**src/rtl/mdio_frame_pkg.sv**
```systemverilog
package mdio_frame_pkg;
    localparam int FRAME_W  = 32;
    localparam int DATA_W   = 16;
    localparam int DIV_W    = 7;
    localparam int PRE_LEN  = 32;
    localparam int PRE_CW   = $clog2(PRE_LEN);
    localparam int IDX_W    = $clog2(FRAME_W);
    localparam int PAGE_W   = 12;
    localparam int PAGE_LSB = 4;
    localparam int BIT_START = 30;
    localparam int BIT_RD    = 29;
    localparam int BIT_WR    = 28;
    localparam int REL_IDX   = 16;

    typedef enum logic [1:0] {PH_IDLE, PH_PRE, PH_BITS, PH_TAIL} phase_e;

    function automatic logic is_page_write(input logic [FRAME_W-1:0] f,
                                           input logic legacy);
        logic hit;
        if (legacy) hit = 1'b0;
        else        hit = f[BIT_WR] && (f[22:18] == 5'h1F);
        return hit;
    endfunction
endpackage

```
**src/rtl/mdc_clkgen.sv**
```systemverilog
module mdc_clkgen #(
    parameter int DIV_W = 7
) (
    input  logic             clk,
    input  logic             rst_n,
    input  logic             run,
    input  logic [DIV_W-1:0] div,
    output logic             mdc,
    output logic             rise_tick,
    output logic             fall_tick
);
    typedef struct packed {
        logic [DIV_W-1:0] cnt;
        logic             lvl;
    } gen_t;

    gen_t gen_d, gen_q;
    logic [DIV_W-1:0] lim;

    always_comb begin
        lim       = (div == '0) ? DIV_W'(1) : div;
        gen_d     = gen_q;
        rise_tick = 1'b0;
        fall_tick = 1'b0;
        if (!run) begin
            gen_d = '0;
        end else if (gen_q.cnt == lim) begin
            gen_d.cnt = '0;
            gen_d.lvl = ~gen_q.lvl;
            rise_tick = ~gen_q.lvl;
            fall_tick = gen_q.lvl;
        end else begin
            gen_d.cnt = gen_q.cnt + DIV_W'(1);
        end
    end

    always_ff @(posedge clk or negedge rst_n) begin
        if (!rst_n) gen_q <= '0;
        else        gen_q <= gen_d;
    end

    assign mdc = gen_q.lvl;
endmodule

```
**src/rtl/frame_shifter.sv**
```systemverilog
module frame_shifter
    import mdio_frame_pkg::*;
(
    input  logic               clk,
    input  logic               rst_n,
    input  logic               launch,
    input  logic [FRAME_W-1:0] frame_in,
    input  logic               pre_en,
    input  logic               rise_tick,
    input  logic               fall_tick,
    input  logic               mdio_in,
    output logic               busy,
    output logic               done,
    output logic               finish,
    output logic               mdio_oe,
    output logic               mdio_out,
    output logic [DATA_W-1:0]  rx_data
);
    typedef struct packed {
        phase_e             phase;
        logic [PRE_CW-1:0]  pre_cnt;
        logic [IDX_W-1:0]   idx;
        logic [FRAME_W-1:0] frame;
        logic               is_rd;
        logic               done;
        logic [DATA_W-1:0]  rx;
    } shf_t;

    shf_t shf_d, shf_q;

    always_comb begin
        shf_d  = shf_q;
        finish = 1'b0;
        unique case (shf_q.phase)
            PH_IDLE: begin
                if (launch) begin
                    shf_d.frame   = frame_in;
                    shf_d.is_rd   = frame_in[BIT_RD];
                    shf_d.done    = 1'b0;
                    shf_d.idx     = IDX_W'(FRAME_W - 1);
                    shf_d.pre_cnt = PRE_CW'(PRE_LEN - 1);
                    shf_d.rx      = '0;
                    shf_d.phase   = pre_en ? PH_PRE : PH_BITS;
                end
            end
            PH_PRE: begin
                if (fall_tick) begin
                    if (shf_q.pre_cnt == '0) shf_d.phase = PH_BITS;
                    else shf_d.pre_cnt = shf_q.pre_cnt - PRE_CW'(1);
                end
            end
            PH_BITS: begin
                if (rise_tick && shf_q.is_rd && (shf_q.idx < IDX_W'(REL_IDX)))
                    shf_d.rx = {shf_q.rx[DATA_W-2:0], mdio_in};
                if (fall_tick) begin
                    if (shf_q.idx == '0) shf_d.phase = PH_TAIL;
                    else shf_d.idx = shf_q.idx - IDX_W'(1);
                end
            end
            PH_TAIL: begin
                if (fall_tick) begin
                    shf_d.phase = PH_IDLE;
                    shf_d.done  = 1'b1;
                    finish      = 1'b1;
                end
            end
            default: shf_d.phase = PH_IDLE;
        endcase
    end

    always_ff @(posedge clk or negedge rst_n) begin
        if (!rst_n) shf_q <= '0;
        else        shf_q <= shf_d;
    end

    assign busy     = (shf_q.phase != PH_IDLE);
    assign done     = shf_q.done;
    assign rx_data  = shf_q.rx;
    assign mdio_oe  = (shf_q.phase == PH_PRE) ||
                      ((shf_q.phase == PH_BITS) &&
                       !(shf_q.is_rd && (shf_q.idx <= IDX_W'(REL_IDX))));
    assign mdio_out = (shf_q.phase == PH_BITS) ? shf_q.frame[shf_q.idx] : 1'b1;
endmodule

```
**src/rtl/mdio_frame_master.sv**
```systemverilog
module mdio_frame_master
    import mdio_frame_pkg::*;
#(
    parameter bit LEGACY_LAYOUT = 1'b0
) (
    input  logic                clk,
    input  logic                rst_n,
    input  logic                reg_wr,
    input  logic                reg_addr,
    input  logic [FRAME_W-1:0]  reg_wdata,
    output logic [FRAME_W-1:0]  reg_rdata,
    output logic                mdc,
    output logic                mdio_oe,
    output logic                mdio_out,
    input  logic                mdio_in,
    output logic [PAGE_W-1:0]   page_sel
);
    localparam int CTRL_PAD = FRAME_W - DIV_W - 2;

    typedef struct packed {
        logic [DIV_W-1:0]  div;
        logic              pre;
        logic              pend;
        logic [PAGE_W-1:0] pend_page;
        logic [PAGE_W-1:0] page;
    } top_t;

    top_t top_d, top_q;
    logic busy, xfer_done, finish, launch, access_on;
    logic rise_tick, fall_tick;
    logic [DATA_W-1:0] rx_data;

    always_comb begin
        top_d     = top_q;
        access_on = (top_q.div != '0) || top_q.pre;
        launch    = reg_wr && reg_addr && reg_wdata[BIT_START] && !busy && access_on;
        if (reg_wr && !reg_addr) begin
            top_d.div = reg_wdata[DIV_W-1:0];
            top_d.pre = reg_wdata[DIV_W];
        end
        if (launch) begin
            top_d.pend      = is_page_write(reg_wdata, LEGACY_LAYOUT);
            top_d.pend_page = reg_wdata[PAGE_LSB +: PAGE_W];
        end
        if (finish && top_q.pend) begin
            top_d.page = top_q.pend_page;
            top_d.pend = 1'b0;
        end
    end

    always_ff @(posedge clk or negedge rst_n) begin
        if (!rst_n) top_q <= '0;
        else        top_q <= top_d;
    end

    mdc_clkgen #(.DIV_W(DIV_W)) u_clkgen (
        .clk       (clk),
        .rst_n     (rst_n),
        .run       (busy),
        .div       (top_q.div),
        .mdc       (mdc),
        .rise_tick (rise_tick),
        .fall_tick (fall_tick)
    );

    frame_shifter u_shifter (
        .clk       (clk),
        .rst_n     (rst_n),
        .launch    (launch),
        .frame_in  (reg_wdata),
        .pre_en    (top_q.pre),
        .rise_tick (rise_tick),
        .fall_tick (fall_tick),
        .mdio_in   (mdio_in),
        .busy      (busy),
        .done      (xfer_done),
        .finish    (finish),
        .mdio_oe   (mdio_oe),
        .mdio_out  (mdio_out),
        .rx_data   (rx_data)
    );

    assign reg_rdata = reg_addr ? {{(FRAME_W-DATA_W){1'b0}}, rx_data}
                                : {{CTRL_PAD{1'b0}}, xfer_done, top_q.pre, top_q.div};
    assign page_sel  = top_q.page;
endmodule

```
**config.mk**
```make
export PLATFORM = sky130hd
export DESIGN_NAME = mdio_frame_master
export DESIGN_NICKNAME = d
export VERILOG_FILES = /design/src/rtl/mdio_frame_pkg.sv /design/src/rtl/mdc_clkgen.sv /design/src/rtl/frame_shifter.sv /design/src/rtl/mdio_frame_master.sv
export SDC_FILE = /design/constraint.sdc
export NUM_CORES = 1
export LEC_CHECK = 0
export CAP_MARGIN = 0
export CORE_AREA = 3 3 99 101
export DETAILED_ROUTE_END_ITERATION = 16
export DIE_AREA = 0 0 102 104
export HOLD_SLACK_MARGIN = 0.12
export PLACE_DENSITY = 0.82
export SLEW_MARGIN = 5
export SYNTH_ARGS = -nofsm -noshare
export SYNTH_HDL_FRONTEND = slang
export SYNTH_SLANG_ARGS = --single-unit
```
**constraint.sdc**
```tcl
create_clock -name clk -period 5.1 [get_ports clk]
set_input_delay 1.275 -clock clk [delete_from_list [all_inputs] [get_ports clk]]
set_output_delay 1.275 -clock clk [all_outputs]
set_load 0.01 [all_outputs]
```
======== Yosys cells after proc, flatten, opt, wreduce, memory -nomap -nowiden ========
Index checks and enable logic that the tools add are counted.
operators by class
  $mul .................................... 0
  div/mod/pow operators ................... 0
  add/sub/neg operators ................... 3
  equality and inequality tests ........... 15
  shift operators ......................... 0
  reductions and logical operators ........ 32
  magnitude comparators ................... 3
  muxes and demuxes ....................... 33
  bitwise operators ....................... 1
operators by type and width
  kind                                                                  number
  62-bit 2-to-1 mux                                                     1
  16-bit 2-to-1 mux                                                     2
  16-bit case mux with 2 select lines                                   1
  7-bit 2-to-1 mux                                                      3
  5-bit case mux with 2 select lines                                    2
  5-bit 2-to-1 mux                                                      3
  2-bit != test, second input constant                                  7
  13-bit 2-to-1 mux                                                     1
  1-bit logical AND                                                     11
  1-bit 2-to-1 mux                                                      11
  5-bit logical NOT                                                     2
  2-bit 2-to-1 mux                                                      5
  2-bit nonzero test                                                    5
  5-bit by 1-bit subtractor with 5-bit output, second input constant    2
  8-bit 2-to-1 mux                                                      1
  2-bit case mux with 4 select lines                                    1
  4-bit AND reduction                                                   2
  7-bit by 1-bit adder with 7-bit output, second input constant         1
  7-bit equality test                                                   1
  7-bit logical NOT                                                     1
  7-bit nonzero test                                                    1
  5-bit by 6-bit < comparator with 1-bit output, second input constant  1
  2-bit by 1-bit != test with 1-bit output, second input constant       3
  3-bit AND reduction                                                   2
  13 further kinds                                                      17
word-level totals
  bits in read-only memories .............. 0
  RAM bits ................................ 0
  latch bits .............................. 0
  bits of input ports ..................... 37
  register bits after elaboration ......... 103
  memories ................................ 0
  output and inout port bits .............. 47

======== Depth between registers and ports, before layout ========
Gate-level depths: netlist (run 1).
  word-level depth ........................ 9
  mapped depth ............................ 8

======== By module ========
Synthesis (run 1) repeated with hierarchy kept, for this count alone.
unflattened totals
  cells, all modules ...................... 463
  area, all modules ....................... 5,387.7 µm²
modules (own cells, without submodules)
  module             seq. area each (µm²)  times used  cells each  area each (µm²)
  frame_shifter      1,526.5               1           289         3,186.8
  mdio_frame_master  825.8                 1           126         1,721.7
  mdc_clkgen         200.2                 1           48          479.2

======== Worst setup path before layout (run 1) ========
No wires, ideal clock.
  path type ............................... input to output
  from .................................... in reg_addr
  to ...................................... out reg_rdata[8]
  path buffers ............................ 2
  setup slack ............................. 1.623 ns
  data arrival time ....................... 2.202 ns
  stages .................................. 3
  required time ........................... 3.825 ns
  cells stage by stage .................... clkbuf_1 > clkbuf_1 > mux2_2
on the way
  word-level cells in the longest chain between the ends .. 1
RTL lines
  item               RTL line                 source
  start, declared    mdio_frame_master.sv:9   input logic reg_addr,
  16-bit 2-to-1 mux  mdio_frame_master.sv:83  assign reg_rdata = reg_addr ? {{(FRAME_W-DATA_W){1'b0}}, rx_data}
  end, declared      mdio_frame_master.sv:11  output logic [FRAME_W-1:0] reg_rdata,
Every way passes these cells.

======== Final worst setup path (run 1) ========
  from .................................... in reg_addr
  to ...................................... out reg_rdata[4]
The elaborated chain is that of the path after synthesis.

==> flow_summary_export.csv, run 1 <==
group,metric,value,unit
sta,fin_tns_setup,0,ns
sta,worstMarginPinSlew,1.02,ns
power,power.density,459,nW/um^2
clocking,cts_made_buffers,9,
power,cellLeakagePower,2.73,nW
critical_path,endpoint_kind,"primary output",
place,dp.cells,657,
critical_path,cp_max_fo,19,
clocking,clkTransAtPathRegs,0.09,ns
cells_and_area,num_antenna_cells,0,
cells_and_area,layout-drive-gt1-share,0.116,
cells_and_area,synthToLayoutAreaGrowth,15.8,%
clocking,cts.sinks,102,
global_routing,track_usage,0.219,
cells_and_area,fin_area,6050,sq um
synthesis,netlist_instances,513,
clocking,cts_hold_buffers,0,
worst_hold_path,hold_path_depth,2,
synthesis,async_flop_share,1.00,
detailed_routing,avgViaCountPerCell,5.66,
critical_path,worstReg2RegEnd,"page_sel[3]",
place,dp_hpwl,7.81,mm
floorplan,die_w,102,microns
floorplan,ios,84,
place,routabilityCongestion,0.913,
critical_path,critPathCapture,"reg_rdata[4]",
power,p_seq_frac,0.463,
cells_and_area,fill_cells,720,
place,portBuffers,67,
clocking,cts_setup_buffers,0,
detailed_routing,drt_first_iter_violations,263,
place,place_area,5810,sq um
detailed_routing,dr.pass1.iters,6,
synthesis,synth.area.top_cells,"dfrtp_1 (49%), nand2_1 (9.4%), mux2_2 (5.8%)",
synthesis,synthAdderAreaFrac,0.0192,
sta,worst_clock_skew,0.0127,ns
cells_and_area,final_util,0.664,
detailed_routing,drt-wirelength-per-cell,16.5,microns
synthesis,synthTopCellsByCount,"nand2_1 (131), dfrtp_1 (102), buf_4 (29), mux2_2 (27), nor2_1 (22)",
global_routing,grt_overflow,0,
critical_path,crit_family,"buffers and inverters",
floorplan,core,9110,sq um
synthesis,yosysSeqAreaShare,0.489,
critical_path,setup.worst_path.class,"in -> out",
flow_run,drv_cap,0,
global_routing,grt_pass1_vias,3882,
detailed_routing,drcViolationCount,0,
synthesis,synth-main-ff-cell,"dfrtp_1",
sta,layout_worst_path_cycle_share,0.846,
clocking,cts_repair_resize_count,0,
sta,min_period,4.32,ns
synthesis,syn_area_per_cell,10.2,sq um
critical_path,crit_path_frequent_cell,"clkdlybuf4s50_1",
critical_path,arrival,3.04,ns
critical_path,setup.worst_path.start,"reg_addr",
detailed_routing,dr_total_vias,3803,
critical_path,r2r_start,"top_q[27]",
synthesis,ys_types,55,
clocking,cts-root-buf,"clkbuf_8",
cells_and_area,stdcell_count,672,
critical_path,cp_cell_sequence,"clkdlybuf4s50_1 > mux2_2 > clkdlybuf4s50_1",
floorplan,die_y,104,microns
floorplan,initial_core_util,0.573,
sta,final_hold_viol_count,0,
synthesis,yosysMostFrequentCell,"nand2_1",
synthesis,synth_compound_area_frac,0.0949,
power,p_comb_frac,0.316,
synthesis,muxShareOfSynthArea,0.123,
synthesis,yosysTopAreaCell,"dfrtp_1",
synthesis,synth-simple-area-share,0.184,
run_status,status,"completed",
synthesis,synthXorXnorAreaFrac,0.0201,
power,vdd_drop_max,0.000224,V
critical_path,cp.required,3.83,ns
sta,finalSetupViolations,0,
critical_path,slowest_stage,"clkdlybuf4s50_1",
synthesis,synth_edf_count,0,
worst_hold_path,min_path_type,"reg -> reg",
sta,finalMaxSlewViolations,0,
power,p_clk_frac,0.222,
critical_path,startpoint_type,"primary input",
synthesis,synth_top_family_by_area,"simple AND/OR/NAND/NOR gates",
power,switchingPower,941,uW
synthesis,yosys_warnings,0,
global_routing,antenna_found_initial,0,
clocking,insertion_delay,0.36,ns
critical_path,worstPathBufferInverterCount,2,
global_routing,grt_max_degree,74,
synthesis,synth_area,5220,sq um
power,intPower,1.84,mW
clocking,clock_path_buffers,2,
synthesis,synth.top_cell.area_share,0.489,
sta,rsz0062_at_grt,"false",
clocking,cts_tree,"built",
clocking,htreeDepth,3,
synthesis,ys_ff_latch,102,
floorplan,die_area,10600,sq um
power,swShare,0.339,
floorplan,rows,35,
cells_and_area,nNetsFinal,602,
critical_path,r2r_slack,2.15,ns
sta,fmax,0.232,GHz
detailed_routing,ant_nets,0,
critical_path,cp.depth,3,
global_routing,grt_pass1_wl,18.6,mm
critical_path,reg2reg_depth,6,
sta,slew_headroom,0.322,
detailed_routing,wirelength,11.1,mm
critical_path,max_stage_delay,0.87,ns
==> layout by cell type, fill, tap and decap left out, types with 3 or more instances in the layout <==
master	netlist	routed
mux2_2	27	27
bufinv_16	0	3
clkbuf_8	0	10
nor2b_1	4	4
a21o_1	4	4
a211oi_1	7	7
nand3_1	5	5
and3_1	6	6
nor4_1	3	3
o2bb2ai_1	16	16
mux4_2	8	8
xnor2_1	10	10
conb_1	1	16
o21ai_0	4	4
nor2_1	22	22
nand2b_1	3	3
dfrtp_1	102	102
ha_1	8	8
nand4_1	4	4
and2_1	10	10
mux2i_1	16	16
inv_1	11	11
clkdlybuf4s50_1	0	66
buf_4	29	6
a21oi_1	10	9
nand2_1	131	131
a211o_1	4	4
nor3_1	11	11
==> how the worst min path moves through the flow <==
stage	startpoint	slack, ns	endpoint
6_report	u_shifter.shf_q[36]	0.47	u_shifter.shf_q[36]
5_1_grt	u_shifter.shf_q[27]	0.50	u_shifter.shf_q[27]
4_1_cts	u_shifter.shf_q[36]	0.48	u_shifter.shf_q[36]
3_5_place_dp	u_shifter.shf_q[48]	0.45	u_shifter.shf_q[48]
3_3_place_gp	u_shifter.shf_q[48]	0.45	u_shifter.shf_q[48]
2_1_floorplan	u_shifter.shf_q[48]	0.43	u_shifter.shf_q[48]
==> worst reg2reg max path: stages (launching register included) <==
cell and delay (ns):
dfrtp_1 0.49, nor4_4 0.53, a31oi_2 0.25, a2111oi_2 0.34
buf_4 0.24, and3_1 0.58, mux2_2 0.42
==> cell families (layout without fill, tap and decap cells) <==
kind of cell	after synthesis	after routing
other cells	1	16
mux	51	51
flops	102	102
buf+inv	65	98
compound gates	62	62
xor+xnor	12	12
fa+ha+maj	8	8
simple gates	212	212
==> state kept, by name (all words and copies together), names as in the netlist <==
register,flops
u_clkgen.gen_q,7
u_clkgen.mdc,1
u_shifter.rx_data,16
u_shifter.shf_q,44
page_sel,12
top_q,21
u_shifter.done,1
==> metal layers <==
layer	up-vias	wire length (microns)	track usage
li1	1799	-	-
met1	1871	4660	0.291
met2	107	5580	0.354
met3	26	514	0.0463
met4	0	306	0.0797
met5	-	0	0
==> layout make-up <==
class / instances / area, sq um / area share
Multi-Input combinational cell: 361 / 2370 / 0.391
Clock inverter: 5 / 106 / 0.0176
Timing Repair Buffer: 72 / 706 / 0.117
Sequential cell: 102 / 2550 / 0.422
Tap cell: 111 / 139 / 0.0230
Clock buffer: 10 / 138 / 0.0228
Inverter: 11 / 41.3 / 0.00683
==> per-stage QoR <==
step / power [mW] / setup slack [ns] / hold WS [ns]
after global routing: 2.96 / 0.725 / 0.502
after detailed placement: 2.17 / 0.792 / 0.451
final: 2.78 / 0.784 / 0.473
after CTS: 2.79 / 0.797 / 0.478
after global placement: 2.11 / 0.882 / 0.446
after floorplan: 1.86 / 1.62 / 0.429
==> power by group through the flow <==
stage                     clock network, mW  registers [mW]  logic, mW
final                                 0.616            1.28      0.877
after global routing                  0.661            1.32      0.972
after CTS                             0.627            1.28      0.880
after detailed placement                  0            1.30      0.872
after global placement                    0            1.28      0.827
after floorplan                           0            1.20      0.660
No activity file was read; power rests on OpenSTA's default activity.
==> inputs of run 2 (changes only) <==
CORE_AREA = 3 3 108 110   (was 3 3 99 101)
DIE_AREA = 0 0 111 113   (was 0 0 102 104)
PLACE_DENSITY = 0.72   (was 0.82)
clock period = 3.8 ns   (was 5.1 ns; I/O delays follow)
==> flow_summary_export.csv, run 2 (synthesis gave the netlist of run 1 again) <==
group,metric,value,unit
critical_path,endpoint_kind,"primary output",
power,power.density,601,nW/um^2
detailed_routing,dr_total_vias,3827,
critical_path,cp_max_fo,6,
place,dp.cells,689,
cells_and_area,nNetsFinal,605,
floorplan,die_y,113,microns
critical_path,worstPathBufferInverterCount,2,
cells_and_area,stdcell_count,704,
worst_hold_path,hold_path_depth,2,
floorplan,die_w,111,microns
critical_path,startpoint_type,"register",
sta,worstMarginPinSlew,0.793,ns
global_routing,grt_overflow,0,
floorplan,rows,38,
clocking,cts_setup_buffers,0,
critical_path,crit_family,"buffers and inverters",
detailed_routing,drcViolationCount,0,
floorplan,ios,84,
sta,layout_worst_path_cycle_share,0.942,
critical_path,max_stage_delay,0.52,ns
clocking,cts_hold_buffers,0,
global_routing,grt_pass1_vias,3801,
run_status,status,"completed",
sta,finalMaxSlewViolations,0,
power,cellLeakagePower,2.73,nW
cells_and_area,synthToLayoutAreaGrowth,16.8,%
critical_path,cp_cell_sequence,"buf_4 > mux4_2 > a22oi_1 > nand4_1 > nand2_1 > nand2_1 > clkdlybuf4s50_1",
critical_path,setup.worst_path.class,"reg -> out",
sta,fin_tns_setup,0,ns
sta,holdWs,0.482,ns
clocking,clkTransAtPathRegs,0.10,ns
worst_hold_path,worstHoldStart,"u_shifter.shf_q[29]",
clocking,cts-root-buf,"clkbuf_8",
clocking,cts_repair_resize_count,0,
cells_and_area,fill_cells,903,
sta,setup_slack,0.219,ns
clocking,insertion_delay,0.37,ns
critical_path,r2r_start,"top_q[27]",
detailed_routing,wirelength,11.2,mm
clocking,cts_made_buffers,9,
detailed_routing,dr.pass1.iters,4,
cells_and_area,layout-drive-gt1-share,0.121,
flow_run,drv_cap,0,
place,portBuffers,67,
cells_and_area,layout_common_cells,"nand2_1 (131), dfrtp_1 (102), clkdlybuf4s50_1 (66)",
floorplan,core,10800,sq um
power,vdd_drop_max,0.000314,V
place,routabilityCongestion,0.856,
clocking,htreeDepth,3,
power,power,3.66,mW
clocking,cts.sinks,102,
place,pre_cts_slack,0.235,ns
cells_and_area,largest_reg_flops,44,
sta,fmax,0.279,GHz
cells_and_area,final_util,0.565,
critical_path,r2r_slack,0.89,ns
critical_path,crit_path_frequent_cell,"nand2_1",
detailed_routing,ant_nets,0,
cells_and_area,largest-register,"u_shifter.shf_q",
floorplan,die_area,12500,sq um
cells_and_area,ff_latch_area,2550,sq um
cells_and_area,layout_commonest_cell,"nand2_1",
detailed_routing,drt-wirelength-per-cell,15.8,microns
clocking,clock_path_buffers,2,
global_routing,grt_pass1_wl,18.9,mm
sta,final_hold_viol_count,0,
sta,finalSetupViolations,0,
sta,min_period,3.58,ns
sta,slew_headroom,0.468,
detailed_routing,drt_first_iter_violations,234,
place,dp_hpwl,7.90,mm
global_routing,antenna_found_initial,0,
floorplan,initial_core_util,0.484,
sta,rsz0062_at_grt,"false",
clocking,cts_tree,"built",
critical_path,worstReg2RegEnd,"page_sel[6]",
critical_path,slowest_stage,"dfrtp_1",
critical_path,reg2reg_depth,5,
global_routing,track_usage,0.185,
worst_hold_path,min_path_type,"reg -> reg",
sta,worst_clock_skew,0.00800,ns
cells_and_area,fin_area,6100,sq um
cells_and_area,multi_input_area,2370,sq um
cells_and_area,num_antenna_cells,0,
global_routing,grt_max_degree,103,
critical_path,cp.required,2.85,ns
critical_path,arrival,2.63,ns
place,place_area,5880,sq um
worst_hold_path,holdPathEnd,"u_shifter.shf_q[29]",
detailed_routing,avgViaCountPerCell,5.44,
## run 2: cell types whose count changed in the layout (fill, tap and decap cells not counted)
cell,change
inv_6,-1
clkinvlp_4,+1
bufinv_16,-1
buf_4,+2
buf_12,+1
clkinv_4,+1
## run 2: worst max-delay path by stage
stage,slack [ns],start,cells after the start,end
final,0.22,u_shifter.shf_q[50],7,mdio_out
after detailed placement,0.24,reg_addr,4,reg_rdata[14]
after global routing,0.02,u_shifter.shf_q[50],7,mdio_out
after global placement,0.30,reg_addr,4,reg_rdata[15]
after floorplan,0.97,reg_addr,3,reg_rdata[8]
after CTS,0.18,u_shifter.shf_q[50],7,mdio_out
## run 2: worst reg2reg max path, cell delays in order (launching register included)
cell	delay [ns]
dfrtp_1	0.47
nor4_4	0.54
a31oi_2	0.24
a2111oi_2	0.47
and3_1	0.66
mux2_2	0.42
## run 2: cell type report
| cell class | instances | area share |
|---|---|---|
| Sequential cell | 102 | 0.419 |
| Multi-Input combinational cell | 361 | 0.388 |
| Timing Repair Buffer | 75 | 0.121 |
| Tap cell | 140 | 0.0287 |
| Clock buffer | 10 | 0.0226 |
| Clock inverter | 5 | 0.0137 |
| Inverter | 11 | 0.00677 |
## run 2: power breakdown
| group | switching [mW] | internal, mW | total, mW |
|---|---|---|---|
| combinational | 0.578 | 0.589 | 1.17 |
| sequential | 0.307 | 1.42 | 1.73 |
| clock | 0.378 | 0.386 | 0.765 |
## run 2: metal layers
layer | global-route usage | vias to the layer above | routed length (microns)
met5 | 0 | - | 0
met4 | 0.0755 | 0 | 250
met3 | 0.0422 | 24 | 541
met2 | 0.292 | 119 | 5290
met1 | 0.250 | 1878 | 5070
li1 | - | 1806 | -
